File: src/rtl/wake_src_rec.sv
module wake_src_rec #(
  parameter int NSRC  = 6,
  parameter int REG_W = 8
) (
  input  logic             clk,
  input  logic             rst_n,
  input  logic             stop_active,
  input  logic             wake_kbd,
  input  logic             wake_irq,
  input  logic             wake_temp,
  input  logic             wake_tmr,
  input  logic             wake_lf,
  input  logic             wake_rf,
  input  logic             rd_en,
  input  logic             wr_en,
  input  logic [REG_W-1:0] wr_data,
  output logic [REG_W-1:0] rd_data
);
  localparam int RESV_W = REG_W - NSRC;

  logic [NSRC-1:0] ev, acc, flags;
  logic            stop_q, stop_exit;
  logic            unused_wr;

  assign ev        = {wake_kbd, wake_irq, wake_temp, wake_tmr, wake_lf, wake_rf};
  assign stop_exit = stop_q & ~stop_active;
  assign unused_wr = wr_en ^ (^wr_data);

  always_ff @(posedge clk or negedge rst_n) begin
    if (!rst_n) begin
      stop_q <= 1'b0;
      acc    <= '0;
      flags  <= '0;
    end else begin
      stop_q <= stop_active;
      if (stop_exit) begin
        flags <= acc;
        acc   <= '0;
      end else if (stop_active) begin
        acc <= acc | ev;
      end
    end
  end

  always_ff @(posedge clk or negedge rst_n) begin
    if (!rst_n)     rd_data <= '0;
    else if (rd_en) rd_data <= {{RESV_W{1'b0}}, flags};
  end
endmodule


File: config.mk
export PLATFORM = sky130hd
export DESIGN_NAME = wake_src_rec
export DESIGN_NICKNAME = d
export VERILOG_FILES = /design/src/rtl/wake_src_rec.sv
export SDC_FILE = /design/constraint.sdc
export NUM_CORES = 1
export LEC_CHECK = 0
export ABC_AREA = 1
export BUFFER_PORTS_ARGS = -buffer_cell sky130_fd_sc_hd__buf_2
export CAP_MARGIN = 20
export CORE_ASPECT_RATIO = 1.2
export CORE_MARGIN = 3
export CORE_UTILIZATION = 46
export DETAILED_ROUTE_END_ITERATION = 16
export PLACE_DENSITY = 0.75
export SLEW_MARGIN = 5
export SYNTH_ARGS = -nofsm -noshare
export SYNTH_HDL_FRONTEND = slang
export SYNTH_SLANG_ARGS = --single-unit
File: constraint.sdc
create_clock -name clk -period 1.2 [get_ports clk]
set_input_delay 0.12 -clock clk [delete_from_list [all_inputs] [get_ports clk]]
set_output_delay 0.12 -clock clk [all_outputs]
set_load 0.01 [all_outputs]
## Word-level counts from Yosys, hierarchy flattened

Index checks and enable logic that the tools add are counted.
Widths: inputs -> output; s select.

| operators by class | value |
|---|---|
| $add $sub $neg | 0 |
| multipliers | 0 |
| div/mod/pow operators | 0 |
| magnitude comparators | 0 |
| equal/unequal tests | 0 |
| shift-type cells | 0 |
| muxes and demuxes | 2 |
| bitwise logic cells | 3 |
| reductions and logical operators | 1 |

Operators by type and width:

| cell | number |
|---|---|
| $mux 6 | 2 |
| $or 6x6->6 | 1 |
| $reduce_bool 2->1 | 1 |
| $and 1x1->1 | 1 |
| $not 1->1 | 1 |

| word-level totals | value |
|---|---|
| register bits after elaboration | 19 |
| bits in latches | 0 |
| memory bits (writable) | 0 |
| ROM bits | 0 |
| input bits | 19 |
| logic and storage cells | 10 |
| memories | 0 |

## Logic depth before layout (Yosys ltp)

| depth | value |
|---|---|
| depth after elaboration | 3 |
| gate-level depth with buffers | 5 |
| depth with buffers taken out | 4 |

## Least setup slack after synthesis

OpenSTA, ideal clock, no wires.

| path | value |
|---|---|
| path kind | reg2reg |
| start | register stop_q |
| end | register flags[0] |
| setup time | 0.117 ns |
| data arrival time | 0.726 ns |
| required time | 1.083 ns |
| path slack | 0.357 ns |
| cell stages (with the launch flop) | 5 |
| path buffers | 1 |
| path through | dfrtp_1 nand2_4 buf_6 nand2_1 nand2_1 |

| between the ends | value |
|---|---|
| word-level cells in the longest chain between the ends | 1 |

RTL lines:

| what | RTL line | RTL |
|---|---|---|
| start, declared | 22 | `logic stop_q, stop_exit;` |
| start signal, assigned | 35 | `stop_q <= stop_active;` |
| $and 1x1->1 | 26 | `assign stop_exit = stop_q & ~stop_active;` |
| end signal, assigned | 33 | `flags <= '0;` |
| end signal, assigned | 37 | `flags <= acc;` |
| end, declared | 21 | `logic [NSRC-1:0] ev, acc, flags;` |

Every way passes these cells.
A chain may end at the register's enable or synchronous reset.

## Final worst setup path

| path | value |
|---|---|
| start | register rd_data[2] |
| end | output rd_data[2] |

RTL lines:

| what | RTL line | RTL |
|---|---|---|
| start, declared | 17 | `output logic [REG_W-1:0] rd_data` |
| start signal, assigned | 47 | `else if (rd_en) rd_data <= {{RESV_W{1'b0}}, flags};` |

No word-level cell between the ends.

==> parameters.txt <==
Parameter                              Value

Logic synthesis
  Share of synthesized area occupied by flip-flops and latches ... 63.8%
  Predominant post-synthesis flop cell ... sky130_fd_sc_hd__dfrtp_1
  Dominant cell by count in the synthesized netlist ... sky130_fd_sc_hd__nand2_1
  Post-synthesis area per instance ... 9.32 um2
  Post-synth EDFFs ... 0
  Most area-hungry cell type in the Yosys netlist ... sky130_fd_sc_hd__dfrtp_1
  Register bit count reported by yosys ... 19
  Top post-synthesis cells by count ... sky130_fd_sc_hd__nand2_1, sky130_fd_sc_hd__dfrtp_1, sky130_fd_sc_hd__inv_1, sky130_fd_sc_hd__nand3_1, sky130_fd_sc_hd__o21ai_0
  Fraction of registers with async set/reset ... 100%
  Area of the mapped netlist ... 746 um2
  Post-synth top area share ... 63.8%
  Gate Count Post-Synth ... 80
  Distinct cell type count of the synthesized netlist ... 12
  Cell types occupying the most area after synthesis ... sky130_fd_sc_hd__dfrtp_1, sky130_fd_sc_hd__nand2_1, sky130_fd_sc_hd__nand3_1
  Total of warnings raised by yosys ... 0

Clock tree
  Clock transition at path regs ... 0.10 ns
  Skew-Pair Late Insertion Delay ... 0.29 ns
  Bufs on Longest Clock Path ... 2
  Total CTS buffers ... 3
  Count of instances resized after the clock tree is built ... 0
  Deepest level of the CTS H-tree ... 1
  Clock Root Buffer ... sky130_fd_sc_hd__clkbuf_4
  Number of sinks on the clock net ... 19
  Clock tree from TritonCTS ... built

Power and ir drop
  Cell Pwr Density ... 1490 mW/mm2
  Post-layout power ... 1.27 mW
  VDD IR-drop max ... 711 uV
  Leakage ... 0.477 nW

Die
  Starting density of the core ... 50.3%
  Vert. Die Dim ... 50.1 um
  Core Area ... 0.00148 mm2
  Cell Rows ... 15
  Die Outline Area ... 0.00214 mm2
  Ports placed on the boundary ... 27
  Die width ... 42.8 um

Drt
  Sum of routed wire length over all layers ... 1070 um
  Per-cell routed wire length ... 9.39 um
  DRT Pass-1 Iters ... 4
  First-iteration detailed-routing DRC count ... 7
  Antenna violation net count after detailed routing ... 0
  Via-per-instance ratio ... 4.57
  Number of design rule violations left after detail routing ... 0
  Count of vias placed by the detailed router ... 521

Worst hold path
  Start point of the worst hold path ... stop_active
  Hold WC Path Type ... primary input to flop
  Min-Delay Endpoint ... stop_q
  Hold Crit Depth ... 1

Worst setup path
  Worst reg2reg path endpoint ... acc[1]
  Critical path arrival ... 0.82 ns
  Minimum setup slack among reg-to-reg paths ... 0.31 ns
  Element type at the critical path start ... flop
  Slowest cell delay on critical path ... 0.39 ns
  Cell chain of the critical path ... buf_2
  Maximum net fanout on the critical path ... 2
  Cells on worst reg2reg path ... 3
  Family of cells with the greatest summed delay on the critical path ... flip-flops
  Crit Path Category ... flop to output port
  Startpoint of the worst-slack reg-to-reg timing path ... stop_q
  Sum of buffers and inverters on the critical path ... 1
  Critical path endpoint category ... output port
  WP data required ... 1.08 ns
  Slowest library cell on the worst path ... sky130_fd_sc_hd__dfrtp_1

STA
  Setup_tns ... 0 ns
  Max-slew violations ... 0
  Time the final worst path needs with I/O delays and setup ... 0.938 ns
  Share of the clock period used by the worst path ... 78.2%
  Final setup slack of the worst path ... 0.262 ns
  Hold violation count in the final report ... 0
  FMAX ... 1070 MHz
  Total setup violations reported at the end of the flow ... 0
  Setup repair after global routing missed its margin ... false
  Post-Route Skew ... 0.00106 ns

Global routing
  All-layer global routing usage ... 12.0%
  Via count of the first global-routing pass ... 492
  Antenna violations before repair ... 0
  Wire length of the first global-routing pass ... 1950 um
  Largest net degree at the start of global routing ... 20
  GRT Residual Overflow ... 0

Finish
  Layout cell share with drive strength beyond 1 ... 22.7%
  Synthesis-to-layout area growth ... 14.3%
  Post-route core utilization ... 57.5%
  Antenna diode count ... 0
  Number of nets in the layout ... 117

Placed design
  Routability congestion estimate from global placement ... 0.689
  Sum of net half-perimeters after detailed placement ... 804 um
  Placement-stage worst setup slack ... 0.326 ns
  IO buf count ... 15

Job
  Total of max-cap violations ... 0

Status
  Result of the run ... completed
power breakdown:
group / switching (mW) / total [mW] / leakage (nW) / internal [mW]
registers: 0.0470 / 0.775 / 0.228 / 0.728
clock network: 0.189 / 0.313 / 0.0177 / 0.124
logic: 0.107 / 0.184 / 0.231 / 0.0766
what timing repair did:
item / in CTS / in global routing
setup buffers: 0 / 0
endpoints found under the hold margin: 19 / 0
hold buffers: 1 / 0
cells by family after synthesis:
group / synth area share, %
other cells: 0.503
compound gates: 4.03
flops: 63.8
buf+inv: 7.72
simple gates: 24.0
layout make-up:
cell class	count	area [um2]
fill	147	631
sequential	19	475
multi-input combinational	51	216
timing repair buffer	16	85.1
inverter	7	26.3
clock buffer	3	22.5
tap	17	21.3
clock inverter	1	5.00
metal layers:
layer	track usage, %	up-vias	part of all wire (%)
met5	0	-	0
met3	2.19	2	8.4
met2	20.3	21	48
met4	6.22	0	1.1
li1	-	274	-
met1	14.0	224	42
how the worst max path moves through the flow:
| stage | from | to | cells past startpoint |
|---|---|---|---|
| 2_1_floorplan | stop_q | flags[0] | 4 |
| 3_3_place_gp | stop_q | acc[0] | 3 |
| 6_report | rd_data[2] | rd_data[2] | 1 |
| 5_1_grt | rd_data[4] | rd_data[4] | 1 |
| 3_5_place_dp | stop_q | acc[1] | 3 |
| 4_1_cts | rd_data[4] | rd_data[4] | 1 |
cell usage in the layout, fill, tap and decap left out:
cell,n
sky130_fd_sc_hd__buf_2,15
sky130_fd_sc_hd__clkbuf_4,3
sky130_fd_sc_hd__clkinv_2,1
sky130_fd_sc_hd__conb_1,2
sky130_fd_sc_hd__dfrtp_1,19
sky130_fd_sc_hd__dlygate4sd3_1,1
sky130_fd_sc_hd__inv_1,6
sky130_fd_sc_hd__inv_2,1
sky130_fd_sc_hd__nand2_1,35
sky130_fd_sc_hd__nand2_2,1
sky130_fd_sc_hd__nand2_4,1
sky130_fd_sc_hd__nand3_1,6
sky130_fd_sc_hd__o21ai_0,6
stage by stage:
step	instance area (um2)	hold slack, ns	std cells
after CTS	852	0.0139	114
final	852	0.0171	114
after global routing	852	0.0190	114
after detailed placement	815	0.0724	109
after floorplan	749	-0.176	81
after global placement	815	0.0631	109
flip-flops by register name, summed over array words and instances (netlist names):
register  flops
flags         6
stop_q        1
rd_data       6
acc           6
No activity file was read; power rests on OpenSTA's default activity.
